[config.mk]
export PLATFORM = sky130hd
export DESIGN_NAME = dram_rfsh_seq
export DESIGN_NICKNAME = d
export VERILOG_FILES = /design/src/rtl/dram_rfsh_pkg.sv /design/src/rtl/rfsh_startup.sv /design/src/rtl/rfsh_interval.sv /design/src/rtl/rfsh_credit.sv /design/src/rtl/rfsh_cbr_fsm.sv /design/src/rtl/dram_rfsh_seq.sv
export SDC_FILE = /design/constraint.sdc
export NUM_CORES = 1
export LEC_CHECK = 0
export BUFFER_PORTS_ARGS = -buffer_cell sky130_fd_sc_hd__buf_4
export CAP_MARGIN = 20
export CORE_ASPECT_RATIO = 0.8
export CORE_UTILIZATION = 55
export DETAILED_ROUTE_END_ITERATION = 8
export PLACE_DENSITY = 0.76
export SETUP_SLACK_MARGIN = 0.2
export SLEW_MARGIN = 20
export SYNTH_ARGS = -nofsm -noshare
export SYNTH_HDL_FRONTEND = slang
export SYNTH_SLANG_ARGS = --single-unit
[constraint.sdc]
create_clock -name clk -period 2.7 [get_ports clk]
set_input_delay 0.405 -clock clk [delete_from_list [all_inputs] [get_ports clk]]
set_output_delay 0.405 -clock clk [all_outputs]
set_load 0.005 [all_outputs]
[src/rtl/dram_rfsh_pkg.sv]
package dram_rfsh_pkg;

   typedef enum logic [2:0] {
      ST_IDLE,
      ST_REQ,
      ST_SETUP,
      ST_RASLO,
      ST_PRECH
   } cbr_state_t;

   // duration in ns to cycles, rounded up (minimum limits)
   function automatic int cyc_up(input int ns, input int mhz);
      return (ns * mhz + 999) / 1000;
   endfunction

   // duration in ns to cycles, rounded down (maximum limits)
   function automatic int cyc_dn(input int ns, input int mhz);
      return (ns * mhz) / 1000;
   endfunction

   function automatic int max2(input int a, input int b);
      return (a > b) ? a : b;
   endfunction

endpackage

[src/rtl/rfsh_startup.sv]
module rfsh_startup #(
   parameter int PWRUP_CYC      = 20000,
   parameter int INIT_REFRESHES = 8
) (
   input  logic clk,
   input  logic rst_n,
   input  logic cycle_done,
   output logic init_busy,
   output logic ready
);
   localparam int PW = $clog2(PWRUP_CYC + 1);
   localparam int IW = $clog2(INIT_REFRESHES + 1);

   logic [PW-1:0] wait_cnt;
   logic [IW-1:0] init_left;
   logic          pwr_ok;

   always_ff @(posedge clk) begin
      if (!rst_n) begin
         wait_cnt  <= '0;
         pwr_ok    <= 1'b0;
         init_left <= IW'(INIT_REFRESHES);
         ready     <= 1'b0;
      end else begin
         if (!pwr_ok) begin
            wait_cnt <= wait_cnt + PW'(1);
            if (wait_cnt == PW'(PWRUP_CYC - 1))
               pwr_ok <= 1'b1;
         end
         if (cycle_done && (init_left != '0)) begin
            init_left <= init_left - IW'(1);
            if (init_left == IW'(1))
               ready <= 1'b1;
         end
      end
   end

   assign init_busy = pwr_ok && (init_left != '0);

endmodule

[src/rtl/rfsh_interval.sv]
module rfsh_interval #(
   parameter int REFI_CYC = 1560
) (
   input  logic clk,
   input  logic rst_n,
   input  logic run,
   output logic tick
);
   localparam int TW = $clog2(REFI_CYC);

   logic [TW-1:0] cnt;

   always_ff @(posedge clk) begin
      if (!rst_n) begin
         cnt <= TW'(REFI_CYC - 1);
      end else if (run) begin
         if (cnt == '0)
            cnt <= TW'(REFI_CYC - 1);
         else
            cnt <= cnt - TW'(1);
      end
   end

   assign tick = run && (cnt == '0);

endmodule

[src/rtl/rfsh_credit.sv]
module rfsh_credit #(
   parameter int MAX_CREDIT = 8
) (
   input  logic clk,
   input  logic rst_n,
   input  logic tick,
   input  logic take,
   output logic pending,
   output logic overrun
);
   localparam int CW = $clog2(MAX_CREDIT + 1);

   logic [CW-1:0] credit;

   always_ff @(posedge clk) begin
      if (!rst_n) begin
         credit  <= '0;
         overrun <= 1'b0;
      end else if (tick && !take) begin
         if (credit == CW'(MAX_CREDIT))
            overrun <= 1'b1;
         else
            credit <= credit + CW'(1);
      end else if (take && !tick) begin
         credit <= credit - CW'(1);
      end
   end

   assign pending = (credit != '0);

endmodule

[src/rtl/rfsh_cbr_fsm.sv]
module rfsh_cbr_fsm
   import dram_rfsh_pkg::*;
#(
   parameter int SETUP_CYC = 1,
   parameter int RAS_CYC   = 6,
   parameter int PRE_CYC   = 4
) (
   input  logic clk,
   input  logic rst_n,
   input  logic want,
   input  logic gnt,
   output logic req,
   output logic ras_n,
   output logic cas_n,
   output logic start,
   output logic done
);
   localparam int LONGEST = max2(max2(SETUP_CYC, RAS_CYC), PRE_CYC);
   localparam int CW      = $clog2(LONGEST + 1);

   cbr_state_t    state;
   logic [CW-1:0] cnt;
   logic          last;

   assign last  = (cnt == '0);
   assign start = (state == ST_REQ) && gnt;
   assign done  = (state == ST_PRECH) && last;

   always_ff @(posedge clk) begin
      if (!rst_n) begin
         state <= ST_IDLE;
         cnt   <= '0;
      end else begin
         unique case (state)
            ST_IDLE:  if (want) state <= ST_REQ;
            ST_REQ:   if (gnt) begin
                         state <= ST_SETUP;
                         cnt   <= CW'(SETUP_CYC - 1);
                      end
            ST_SETUP: if (last) begin
                         state <= ST_RASLO;
                         cnt   <= CW'(RAS_CYC - 1);
                      end else cnt <= cnt - CW'(1);
            ST_RASLO: if (last) begin
                         state <= ST_PRECH;
                         cnt   <= CW'(PRE_CYC - 1);
                      end else cnt <= cnt - CW'(1);
            ST_PRECH: if (last) state <= ST_IDLE;
                      else cnt <= cnt - CW'(1);
            default:  state <= ST_IDLE;
         endcase
      end
   end

   assign req   = (state != ST_IDLE);
   assign ras_n = (state != ST_RASLO);
   assign cas_n = !((state == ST_SETUP) || (state == ST_RASLO));

endmodule

[src/rtl/dram_rfsh_seq.sv]
module dram_rfsh_seq
   import dram_rfsh_pkg::*;
#(
   parameter int CLK_MHZ        = 100,
   parameter int PWRUP_NS       = 200000,
   parameter int REFI_NS        = 15600,
   parameter int RAS_MIN_NS     = 60,
   parameter int RP_NS          = 40,
   parameter int CSR_NS         = 10,
   parameter int CHR_NS         = 10,
   parameter int RPC_NS         = 5,
   parameter int INIT_REFRESHES = 8,
   parameter int MAX_CREDIT     = 8
) (
   input  logic clk,
   input  logic rst_n,
   input  logic refresh_gnt,
   output logic refresh_req,
   output logic ras_n,
   output logic cas_n,
   output logic we_n,
   output logic ready,
   output logic overrun
);
   localparam int PWRUP_CYC = cyc_up(PWRUP_NS, CLK_MHZ);
   localparam int REFI_CYC  = cyc_dn(REFI_NS, CLK_MHZ);
   localparam int SETUP_CYC = max2(cyc_up(CSR_NS, CLK_MHZ), 1);
   localparam int RAS_CYC   = max2(max2(cyc_up(RAS_MIN_NS, CLK_MHZ),
                                        cyc_up(CHR_NS, CLK_MHZ)), 1);
   localparam int PRE_CYC   = max2(max2(cyc_up(RP_NS, CLK_MHZ),
                                        cyc_up(RPC_NS, CLK_MHZ)), 1);

   if (CLK_MHZ < 1) begin : g_bad_clk
      $error("CLK_MHZ must be at least 1");
   end
   if (INIT_REFRESHES < 1) begin : g_bad_init
      $error("INIT_REFRESHES must be at least 1");
   end
   if (MAX_CREDIT < 1) begin : g_bad_credit
      $error("MAX_CREDIT must be at least 1");
   end
   if (REFI_CYC <= SETUP_CYC + RAS_CYC + PRE_CYC + 2) begin : g_bad_refi
      $error("refresh interval shorter than one refresh cycle");
   end
   if (PWRUP_CYC < 1) begin : g_bad_pwrup
      $error("power-up wait must be at least one cycle");
   end

   logic init_busy;
   logic tick;
   logic pending;
   logic start;
   logic done;
   logic want;
   logic take;

   assign want = init_busy || (ready && pending);
   assign take = start && ready;
   assign we_n = 1'b1;

   rfsh_startup #(
      .PWRUP_CYC      (PWRUP_CYC),
      .INIT_REFRESHES (INIT_REFRESHES)
   ) u_startup (
      .clk        (clk),
      .rst_n      (rst_n),
      .cycle_done (done),
      .init_busy  (init_busy),
      .ready      (ready)
   );

   rfsh_interval #(
      .REFI_CYC (REFI_CYC)
   ) u_interval (
      .clk   (clk),
      .rst_n (rst_n),
      .run   (ready),
      .tick  (tick)
   );

   rfsh_credit #(
      .MAX_CREDIT (MAX_CREDIT)
   ) u_credit (
      .clk     (clk),
      .rst_n   (rst_n),
      .tick    (tick),
      .take    (take),
      .pending (pending),
      .overrun (overrun)
   );

   rfsh_cbr_fsm #(
      .SETUP_CYC (SETUP_CYC),
      .RAS_CYC   (RAS_CYC),
      .PRE_CYC   (PRE_CYC)
   ) u_fsm (
      .clk   (clk),
      .rst_n (rst_n),
      .want  (want),
      .gnt   (refresh_gnt),
      .req   (refresh_req),
      .ras_n (ras_n),
      .cas_n (cas_n),
      .start (start),
      .done  (done)
   );

endmodule

### Yosys cells after proc, flatten, opt, wreduce, memory -nomap -nowiden

Cells that the tools add are included.

* add/subtract/negate cells: 6
* multiply operators: 0
* divide/modulo/power cells: 0
* $lt $le $gt $ge: 0
* equality and inequality tests: 15
* shift operators: 0
* muxes and demuxes: 17
* bitwise gates (word level): 0
* reductions and logical operators: 27

Operators with widths (number)
* two-way mux 3 bit: 9
* adder 15 x 1 -> 15 bit, second input constant: 1
* equality test 15 bit, second input constant: 1
* case mux 3 bit (5 select lines): 1
* two-way mux 4 bit: 3
* case mux 3 bit (4 select lines): 1
* nonzero test 4 bit: 3
* zero test 11 bit: 1
* two-way mux 11 bit: 1
* subtractor 11 x 1 -> 11 bit, second input constant: 1
* logical AND 1 bit: 9
* inequality test 2 x 1 -> 1 bit, second input constant: 4
* subtractor 4 x 1 -> 4 bit, second input constant: 2
* equality test 3 x 2 -> 1 bit, second input constant: 2
* zero test 3 bit: 2
* inequality test 2 bit, second input constant: 3
* AND reduction 2 bit: 3
* AND reduction 5 bit: 1
* adder 4 x 1 -> 4 bit, second input constant: 1
* equality test 4 x 1 -> 1 bit, second input constant: 1
* equality test 4 bit, second input constant: 1
* equality test 3 x 1 -> 1 bit, second input constant: 1
* equality test 3 bit, second input constant: 1
* zero test 1 bit: 3
* 7 further kinds: 9

* bits in registers: 43
* latch bits: 0
* memory bits (writable): 0
* ROM bits: 0
* bits of input ports: 3
* memories kept: 0

### Depth between registers and ports, before layout

Gate-level depths: netlist (run 1).

* word-level depth: 7
* gate-level depth with buffers: 11
* gate-level depth less buffers: 11

### Modules after synthesis

Synthesis (run 1) repeated with hierarchy kept, for this count alone.

* cells, all modules: 263
* area, all modules: 2384.8 µm²

Modules (own cells, without submodules)
* rfsh_startup: instances 1, cells each 114, area an instance 1034.7 µm², seq. area each 420.4 µm²
* rfsh_interval: instances 1, cells each 59, area an instance 564.3 µm², seq. area each 220.2 µm²
* rfsh_cbr_fsm: instances 1, cells each 52, area an instance 426.7 µm², seq. area each 120.1 µm²
* rfsh_credit: instances 1, cells each 34, area an instance 332.8 µm², seq. area each 100.1 µm²
* dram_rfsh_seq: instances 1, cells each 4, area an instance 26.3 µm², seq. area each 0.0 µm²

### Worst setup path before layout (run 1)

No wires, ideal clock.

* kind: flip-flop to flip-flop
* start point: reg u_interval.cnt[0]
* end point: reg u_credit.credit[3]
* setup time: 0.121 ns
* arrival time: 2.549 ns
* slack: 0.030 ns
* cell stages (with the launch flop): 12
* period minus slack after synthesis: 2.670 ns
* cells stage by stage: dfxtp_1 > inv_1 > ha_1 > or4b_1 > nor4_4 > nand3_1 > ha_1 > a21o_1 > a21oi_1 > nor3b_1 > o21a_1 > nor3_2

* cells in the longest elaborated chain, start to end: 6

RTL lines
* start, declared: RTL line rfsh_interval.sv:11 `logic [TW-1:0] cnt;`
* start signal, assigned: RTL line rfsh_interval.sv:15 `cnt <= TW'(REFI_CYC - 1);`
* start signal, assigned: RTL line rfsh_interval.sv:18 `cnt <= TW'(REFI_CYC - 1);`
* start signal, assigned: RTL line rfsh_interval.sv:20 `cnt <= cnt - TW'(1);`
* zero test 11 bit (*): RTL line rfsh_interval.sv:24 `assign tick = run && (cnt == '0);`
* logical AND 1 bit (*): RTL line rfsh_interval.sv:24
* zero test 1 bit: RTL line rfsh_credit.sv:24 `end else if (take && !tick) begin`
* logical AND 1 bit: RTL line rfsh_credit.sv:24
* nonzero test 2 bit (no line)
* AND reduction 2 bit (no line)
* end signal, assigned: RTL line rfsh_credit.sv:23 `credit <= credit + CW'(1);`
* end signal, assigned: RTL line rfsh_credit.sv:25 `credit <= credit - CW'(1);`
* end, declared: RTL line rfsh_credit.sv:13 `logic [CW-1:0] credit;`

Mark *: on every way between the ends. The rest lies on a longest branch, timed or not.
A chain may end at the register's enable or synchronous reset.

### Worst setup path after layout (run 1)

* start point: reg u_interval.cnt[1]
* end point: reg u_credit.credit[3]

The elaborated chain is that of the path after synthesis.

==> run summary, run 1 <==
number of CTS-inserted buffers - 5
clk_skew - 0.005472 ns
Crit Path Class - register to register
Wirelength per Cell - 12.08 µm
Cell Area, Synth - 2171 µm²
Synth area leaders - dfxtp_1, nor2_1, xnor2_1
Ys Warns - 0
drt initial violations - 64
prevailing post-synth register cell - dfxtp_1
Avg Inst Size Synth - 8.649 µm²
Final Hold Viols - 0
EDFF count, synth - 0
critical path's largest stage delay - 0.46 ns
count leader, synth - dfxtp_1
Tcrit/Tclk final - 0.9072
antenna-violating nets left - 0
fin crit period - 2.449 ns
CTS tree - built
TNS Setup - 0 ns
min-delay worst type - input port to register
Post-synth top cells - dfxtp_1, nor2_1, nand2_1, xnor2_1
setup violators final - 0
Slew HR - 0.5910
global route total overflow - 0
Post-CTS Hold Buffers - 0
layout cells sized above 1 - 0.1418
drt drc - 0
cell count after synthesis - 251
row cnt - 20
RSZ-0062 raised after global routing - yes
GR Util met2 - 0.3084
vias in the first global route - 1510
H-tree Lvls - 2
placed insts - 307
Clk pin slew, worst setup/hold paths - 0.07 ns
#FFs+latches synth - 43
antenna violations before repair - 0
Die H - 58.19 µm
Fmax - 408.3 MHz
via count - 1673
n_diodes - 0
Worst-Skew Late Latency - 0.29 ns
final total power - 1.064 mW
synthesized net count - 264
Clock Path Buffers - 2
non-filler cells in the finished layout - 316
clk sink count - 43
pin count of the biggest net entering global routing - 16
Top Usage Layer GRT - met2
Leakage - 0.8740 nW
crit path cell chain - inv_1 > ha_1 > or4b_4 > nor4_4 > nand3_2 > ha_4 > a21o_1 > a21oi_2 > nor3b_2 > o21a_1 > nor3_2
GPL Wtd Cong - 0.8328
Root Driver - clkbuf_8
Seq/Total Area, Yosys - 0.3965
post-synth top area share - 0.3965
crit start category - register
Vias per Instance - 5.294
Slew Viols, Final - 0
Port Buffer Count - 7
Placement Setup Slack - 0.1219 ns
worst slew pin tran - 0.6058 ns
Final #Nets - 274
status - finished clean
Final Core Density - 0.6377
Worst EP required - 2.88 ns
worst vdd ir - 0.3476 mV
DR pass1 iterations - 4
dpl hpwl - 2.697 mm
Starting Density - 0.5745
Fillers - 326
met1 Usage GRT - 0.2865
cell with the largest stage delay on the worst path - or4b_4
post-synth cell types - 54
WL final - 3.817 mm
Power Density - 441.7 nW/µm²
GR Util met3 - 0.05217
final setup margin - 0.2506 ns
core area - 3779 µm²
first-pass GRT wire length - 6.693 mm
Area Growth Syn to Fin - 11.01%
Max Cap Viol - 0
die width - 72.24 µm
CP Max Fanout - 4
signal arrival time at the worst endpoint - 2.63 ns
Total GRT Usage - 0.2092
Die Area - 4204 µm²
Post-synth ARST share - 0
Critical Path End Type - register
boundary pin count - 9
cell accounting for the most synthesized area - dfxtp_1
[worst max-delay path: cells and delay by family, from the launching register on]
kind,cells,cell delay (ns)
and+or+nand+nor,5,1.09
AOI/OAI and AO/OA,3,0.47
adders and majority gates,2,0.38
DFF,1,0.32
buffers and inverters,1,0.08
[sequential cells by signal (all words and copies together) (netlist names)]
signal and count:
u_startup.pwr_ok 1, u_fsm.state 3, u_startup.init_left 4, u_interval.cnt 11, u_startup.wait_cnt 15, u_credit.credit 4, u_fsm.cnt 3, u_startup.ready 1
u_credit.overrun 1
[final cells by class]
class	count	area, µm²	area share
clock inverters	1	5.005	0.002077
inverters	10	37.54	0.01558
multi-input cells	189	1264	0.5244
well taps	55	68.82	0.02856
flip-flops and latches	43	862.1	0.3577
clock buffers	6	82.58	0.03427
repair buffers	12	90.09	0.03738
[per-layer routing]
| layer | part of all wire | wire length, µm | vias up |
|---|---|---|---|
| li1 | - | - | 883 |
| met1 | 0.51 | 1962 | 764 |
| met2 | 0.44 | 1673 | 22 |
| met3 | 0.032 | 121 | 4 |
| met4 | 0.016 | 60 | 0 |
| met5 | 0 | 0 | - |
[kinds of logic (layout without fill, tap and decap cells)]
group,after synthesis,after routing,share of synthesized area
compound gates,34,34,0.1020
simple gates,116,116,0.2824
buf+inv,19,29,0.03516
flops,43,43,0.3965
mux,3,3,0.01671
other cells,1,1,0.001727
fa+ha+maj,10,10,0.06110
xor+xnor,25,25,0.1043
[repair_timing]
action                                  4_1_cts  5_1_grt
setup buffers                                 2        0
resized for setup                             1        0
pin swaps                                     4        1
endpoints found under the hold margin         0        0
endpoints found under the setup margin        1        1
[where the power goes]
group | internal, mW | switching (mW) | total, mW
Clock | 0.200 | 0.196 | 0.396
Combinational | 0.00907 | 0.0174 | 0.0265
Sequential | 0.638 | 0.00395 | 0.642
[per-stage QoR]
stage | cell area [µm²] | hold slack, ns
after detailed placement | 2295 | 0.4585
after global placement | 2295 | 0.4533
final | 2410 | 0.3756
after CTS | 2410 | 0.3657
after floorplan | 2190 | 0.4642
after global routing | 2410 | 0.3819
[path summary, 6_finish.rpt]
path,from,endpoint,slack [ns],depth (start not counted)
max,u_interval.cnt[1],u_credit.credit[3],0.25,11
min,rst_n,u_startup.init_left[3],0.38,2
max reg2reg,u_interval.cnt[1],u_credit.credit[3],0.25,11
min reg2reg,u_credit.overrun,u_credit.overrun,0.48,1
[cells in the final DEF, fill, tap and decap left out, types with 3 or more instances in the layout]
cell type / synthesis / routed
xnor2_1: 15 / 15
or3_1: 5 / 5
a21oi_1: 9 / 8
nor3_1: 9 / 9
nand3_1: 9 / 8
ha_1: 9 / 8
xor2_1: 9 / 9
o21a_1: 3 / 3
nand2_1: 25 / 25
buf_4: 1 / 12
nor2b_1: 4 / 4
nor2_1: 36 / 36
inv_1: 9 / 8
o21ai_0: 7 / 7
o31ai_1: 3 / 3
a211oi_1: 3 / 3
dfxtp_1: 43 / 42
clkbuf_8: 0 / 6
(Power assumes the default switching activity.)
==> inputs of run 2 (changes only) <==
--- a/config.mk
+++ b/config.mk
@@ -5,7 +5,7 @@
 export SDC_FILE = /design/constraint.sdc
 export NUM_CORES = 1
 export LEC_CHECK = 0
-export BUFFER_PORTS_ARGS = -buffer_cell sky130_fd_sc_hd__buf_4
+export BUFFER_PORTS_ARGS = -buffer_cell sky130_fd_sc_hd__clkbuf_2
 export CAP_MARGIN = 20
 export CORE_ASPECT_RATIO = 0.8
 export CORE_UTILIZATION = 55
==> run 2 against run 1 <==
Non-clock buffer count is the same. Flip-flop and latch count unchanged. Design area did not move.
==> run summary, run 2 (synthesis results as in run 1) <==
boundary pin count - 9 (unchanged)
H-tree Lvls - 2 (unchanged)
GR Util met3 - 0.07304 (+0.02087)
clk_skew - 0.006933 ns (+0.001461 ns)
cell with the largest stage delay on the worst path - or4_4
core area - 3779 µm² (unchanged)
Net Sw Frac - 0.2041 (about the same)
via count - 1676 (+0.18%)
antenna violations before repair - 0 (unchanged)
Fmax - 405.3 MHz (-0.73%)
WL final - 3.963 mm (+3.8%)
GPL Wtd Cong - 0.8072 (-3.1%)
DR pass1 iterations - 4 (unchanged)
R2R Path Start - u_interval.cnt[5]
Worst Setup SP - u_interval.cnt[5]
layout cells sized above 1 - 0.1412 (-0.0005411)
crit path cell chain - or4_4 > nor4_4 > nand3_2 > ha_1 > a21o_1 > a21oi_2 > nor3b_2 > nor3_1 > nor3_2
antenna-violating nets left - 0 (unchanged)
drt initial violations - 100 (+56%)
worst slew pin tran - 0.5717 ns (-0.03406 ns)
Clock Path Buffers - 2 (unchanged)
worst vdd ir - 0.2935 mV (-16%)
Final Hold Viols - 0 (unchanged)
first-pass GRT wire length - 6.996 mm (+4.5%)
Reg area - 862.1 µm² (unchanged)
dpl hpwl - 2.789 mm (+3.4%)
placed insts - 308 (+0.33%)
cell internal pwr - 945.1 µW (+12%)
Die H - 58.19 µm (unchanged)
global route total overflow - 0 (unchanged)
Worst-Skew Late Latency - 0.30 ns (about the same)
critical path's top delay family - simple AND/OR/NAND/NOR gates
Root Driver - clkbuf_8
combinational share of power - 0.022 (-0.003)
Reg2Reg Depth - 9 (-2)
Starting Density - 0.5745 (unchanged)
Crit Path Class - register to register
CTS tree - built
Slew Viols, Final - 0 (unchanged)
Cell Area, Placed - 2285 µm² (-0.44%)
RSZ-0062 raised after global routing - yes
multi-input logic area - 1251 µm² (-0.99%)
Critical Path Stages - 9 (-2)
final setup margin - 0.2326 ns (-0.01799 ns)
Top Usage Layer GRT - met2
met1 Usage GRT - 0.3007 (+0.01417)
final total power - 1.188 mW (+12%)
Die Area - 4204 µm² (unchanged)
number of CTS-inserted buffers - 5 (unchanged)
Placement Setup Slack - 0.1300 ns (+0.008122 ns)
clock network fraction of design power - 0.438 (+0.066)
Final #Nets - 274 (unchanged)
Post-CTS Hold Buffers - 0 (unchanged)
worst hold path depth - 2 (unchanged)
Most flops, register - u_startup.wait_cnt
Fillers - 328 (+0.61%)
die width - 72.24 µm (unchanged)
most frequent cells in the layout - dfxtp_1, nor2_1, nand2_1
switching power - 242.4 µW (+12%)
Leakage - 0.8825 nW (+0.97%)
critical path's largest stage delay - 0.56 ns (+0.10 ns)
Non-Filler Cell Area, Final - 2410 µm² (unchanged)
row cnt - 20 (unchanged)
Wirelength per Cell - 12.50 µm (+3.5%)
worst hold start - rst_n
non-filler cells in the finished layout - 317 (+0.32%)
Vias per Instance - 5.287 (-0.14%)
Clk pin slew, worst setup/hold paths - 0.08 ns (about the same)
clk sink count - 43 (unchanged)
signal arrival time at the worst endpoint - 2.69 ns (+0.06 ns)
min-delay worst type - input port to register
WP buf/inv - 0 (-1)
fin crit period - 2.467 ns (+0.01799 ns)
TNS Setup - 0 ns (unchanged)
vias in the first global route - 1550 (+2.6%)
most common cell after layout, fill and taps aside - dfxtp_1
crit start category - register
GR Util met2 - 0.3231 (+0.01469)
Seq pwr share - 0.540 (-0.063)
Critical Path End Type - register
Worst EP required - 2.93 ns (+0.05 ns)
Area Growth Syn to Fin - 11.01% (unchanged)
Power Density - 492.8 nW/µm² (+12%)
Largest regs - u_startup.wait_cnt (15), u_interval.cnt (11)
setup violators final - 0 (unchanged)
Tcrit/Tclk final - 0.9139 (+0.006663)
max FFs per register - 15 (unchanged)
status - finished clean
Port Buffer Count - 7 (unchanged)
n_diodes - 0 (unchanged)
Slew HR - 0.6140 (+0.02299)
drt drc - 0 (unchanged)
CP Max Fanout - 5 (+1)
Max Cap Viol - 0 (unchanged)
Total GRT Usage - 0.2179 (+0.008755)
pin count of the biggest net entering global routing - 23 (+7)
[run 2: changes by cell type in the layout (fill, tap and decap cells not counted)]
| cell | delta |
|---|---|
| ha_1 | +1 |
| ha_4 | -1 |
| buf_4 | -7 |
| clkbuf_2 | +7 |
| bufinv_16 | +1 |
[run 2: metrics by stage]
stage,util,hold slack (ns)
finish,0.6377,0.4495
global route,0.6377,0.4436
CTS,0.6377,0.4490
detailed placement,0.6046,0.4559
global placement,0.6046,0.4482
floorplan,-,0.4642
[run 2: per-layer routing]
layer | vias up | wire length, µm
met5 | - | 0
li1 | 880 | -
met3 | 4 | 99
met4 | 0 | 43
met2 | 16 | 1724
met1 | 776 | 2096
[run 2: cell type report]
type / instances / share of cell area
well taps: 55 / 0.02856
multi-input cells: 189 / 0.5192
inverters: 10 / 0.01558
clock inverters: 2 / 0.01454
repair buffers: 12 / 0.03011
flip-flops and latches: 43 / 0.3577
clock buffers: 6 / 0.03427
[run 2: final timing paths]
check	endpoint	slack [ns]
max	u_credit.credit[3]	0.23
min	u_startup.init_left[3]	0.45
max reg2reg	u_credit.credit[3]	0.23
min reg2reg	u_credit.overrun	0.47
[run 2: what timing repair did]
item	CTS	global route
resized for setup	0	0
pin swaps	2	0
endpoints found under the setup margin	1	1
setup buffers	1	0
[run 2: worst register-to-register path, delay by kind of cell, from the launching register on]
family / cells / cell delay (ns)
AND/OR/NAND/NOR: 6 / 1.41
adder cells (fa/ha/maj): 1 / 0.31
AO/OA/AOI/OAI: 2 / 0.31
flip-flops: 1 / 0.37
[run 2: power by group through the flow]
stage / clock [mW] / sequential, mW / combinational, mW
3_3_place_gp: 0 / 0.656 / 0.0252
6_report: 0.520 / 0.641 / 0.0262
2_1_floorplan: 0 / 0.656 / 0.0196
5_1_grt: 0.557 / 0.642 / 0.0290
4_1_cts: 0.531 / 0.641 / 0.0262
3_5_place_dp: 0 / 0.656 / 0.0261
==> inputs of run 3 (changes only) <==
--- a/config.mk
+++ b/config.mk
@@ -10,6 +10,7 @@
 export CORE_ASPECT_RATIO = 0.8
 export CORE_UTILIZATION = 55
 export DETAILED_ROUTE_END_ITERATION = 8
+export MAX_ROUTING_LAYER = met4
 export PLACE_DENSITY = 0.76
 export SETUP_SLACK_MARGIN = 0.2
 export SLEW_MARGIN = 20
==> run 3 against run 2 <==
Clock power is essentially flat. Critical path depth is the same. Critical endpoint unchanged. Non-clock buffer count is the same. First-iteration DRC count grew 3.0%.
==> run summary, run 3 (synthesis results as in run 1) <==
status - finished clean
Reg2Reg Depth - 9 (unchanged)
Crit Path Class - register to register
Reg-to-Reg End - u_credit.credit[3]
clk_skew - 0.006650 ns (-0.0002833 ns)
Port Buffer Count - 7 (unchanged)
first-pass GRT wire length - 6.989 mm (-0.10%)
clk sink count - 43 (unchanged)
Post-CTS Hold Buffers - 0 (unchanged)
Seq pwr share - 0.541 (about the same)
Slew HR - 0.6138 (about the same)
max FFs per register - 15 (unchanged)
Largest regs - u_startup.wait_cnt (15), u_interval.cnt (11)
non-filler cells in the finished layout - 317 (unchanged)
Total GRT Usage - 0.2247 (+0.006791)
TNS Setup - 0 ns (unchanged)
CTS tree - built
Wirelength per Cell - 12.44 µm (-0.53%)
Final #Nets - 274 (unchanged)
setup violators final - 0 (unchanged)
Most flops, register - u_startup.wait_cnt
n_diodes - 0 (unchanged)
Clk pin slew, worst setup/hold paths - 0.08 ns (about the same)
antenna-violating nets left - 0 (unchanged)
Register-to-Register Setup Slack - 0.23 ns (about the same)
Clock Path Buffers - 2 (unchanged)
core area - 3779 µm² (unchanged)
Root Driver - clkbuf_8
RSZ-0062 raised after global routing - yes
Fmax - 405.3 MHz (about the same)
Worst EP required - 2.92 ns (about the same)
final setup margin - 0.2324 ns (-0.0001200 ns)
DR pass1 iterations - 4 (unchanged)
Starting Density - 0.5745 (unchanged)
Critical Path End Type - register
fin crit period - 2.468 ns (+0.0001200 ns)
final total power - 1.186 mW (about the same)
Area Growth Syn to Fin - 11.01% (unchanged)
clock network fraction of design power - 0.438 (about the same)
drt initial violations - 103 (+3.0%)
row cnt - 20 (unchanged)
Final Hold Viols - 0 (unchanged)
min-delay worst type - input port to register
number of gates resized after CTS - 0 (unchanged)
WL final - 3.942 mm (-0.53%)
Net Sw Frac - 0.2033 (-0.0007790)
switching power - 241.2 µW (-0.48%)
Slew Viols, Final - 0 (unchanged)
Placement Setup Slack - 0.1300 ns (unchanged)
signal arrival time at the worst endpoint - 2.69 ns (about the same)
Final Core Density - 0.6377 (unchanged)
drt drc - 0 (unchanged)
layout cells sized above 1 - 0.1412 (unchanged)
combinational share of power - 0.022 (about the same)
antenna violations before repair - 0 (unchanged)
boundary pin count - 9 (unchanged)
pin count of the biggest net entering global routing - 23 (unchanged)
H-tree Lvls - 2 (unchanged)
Leakage - 0.8825 nW (unchanged)
multi-input logic area - 1251 µm² (unchanged)
Power Density - 492.3 nW/µm² (about the same)
worst slew pin tran - 0.5721 ns (+0.0003555 ns)
worst hold path depth - 2 (unchanged)
CP Max Fanout - 5 (unchanged)
number of CTS-inserted buffers - 5 (unchanged)
worst hold start - rst_n
cell internal pwr - 945.1 µW (unchanged)
R2R Path Start - u_interval.cnt[5]
vias in the first global route - 1549 (-0.065%)
most common cell after layout, fill and taps aside - dfxtp_1
Reg area - 862.1 µm² (unchanged)
via count - 1666 (-0.60%)
Tcrit/Tclk final - 0.9139 (about the same)
Fillers - 328 (unchanged)
most frequent cells in the layout - dfxtp_1, nor2_1, nand2_1
Max Cap Viol - 0 (unchanged)
crit start category - register
placed insts - 308 (unchanged)
GPL Wtd Cong - 0.8190 (+1.5%)
Die Area - 4204 µm² (unchanged)
die width - 72.24 µm (unchanged)
dpl hpwl - 2.789 mm (unchanged)
worst vdd ir - 0.2959 mV (+0.82%)
Vias per Instance - 5.256 (-0.60%)
Die H - 58.19 µm (unchanged)
Worst-Skew Late Latency - 0.30 ns (about the same)
global route total overflow - 0 (unchanged)
WHS Endpoint - u_startup.init_left[3]
-- run 3: cell counts in the layout (fill, tap and decap cells not counted) --
Identical to the previous run, type by type.
-- run 3: area by class of cell --
cell class	count	area share
Timing Repair Buffer	12	0.03011
Multi-Input combinational cell	189	0.5192
Sequential cell	43	0.3577
Tap cell	55	0.02856
Clock buffer	6	0.03427
Inverter	10	0.01558
Clock inverter	2	0.01454
-- run 3: power groups by stage --
stage | clock (mW) | sequential, mW | combinational (mW)
final | 0.519 | 0.641 | 0.0259
after global routing | 0.556 | 0.642 | 0.0290
after CTS | 0.531 | 0.641 | 0.0262
after detailed placement | 0 | 0.656 | 0.0261
after global placement | 0 | 0.656 | 0.0252
after floorplan | 0 | 0.656 | 0.0196
-- run 3: metrics by stage --
| stage | hold slack (ns) | instance area [µm²] |
|---|---|---|
| finish | 0.4474 | 2410 |
| global route | 0.4461 | 2410 |
| CTS | 0.4490 | 2410 |
| detailed placement | 0.4559 | 2285 |
| global placement | 0.4482 | 2285 |
| floorplan | 0.4642 | 2190 |
-- run 3: how the worst max path moves through the flow --
stage                       from            endpoint  slack, ns
3_3_place_gp   u_interval.cnt[0]  u_credit.credit[3]       0.23
4_1_cts        u_interval.cnt[5]  u_credit.credit[3]       0.23
5_1_grt        u_interval.cnt[1]  u_credit.credit[3]       0.04
3_5_place_dp   u_interval.cnt[1]  u_credit.credit[3]       0.13
6_report       u_interval.cnt[5]  u_credit.credit[3]       0.23
2_1_floorplan  u_interval.cnt[0]  u_credit.credit[3]       0.15
-- run 3: what timing repair did --
action / 4_1_cts / 5_1_grt
buffers inserted: 1 / 0
pin swaps: 2 / 0
endpoints found under the setup margin: 1 / 1
-- run 3: metal layers --
metal / vias to the layer above / GRT usage / routed length [µm] / part of all wire
met5: - / - / 0 / 0
met3: 7 / 0.05739 / 154 / 0.039
li1: 880 / - / - / -
met2: 31 / 0.3204 / 1693 / 0.43
met4: 0 / 0.09244 / 59 / 0.015
met1: 748 / 0.3028 / 2033 / 0.52
-- run 3: critical path, stage by stage, from the launching register on --
cell and delay (ns):
dfxtp_1 0.37, or4_4 0.56, nor4_4 0.27, nand3_2 0.13
ha_1 0.32, a21o_1 0.17, a21oi_2 0.14, nor3b_2 0.21
nor3_1 0.09, nor3_2 0.15
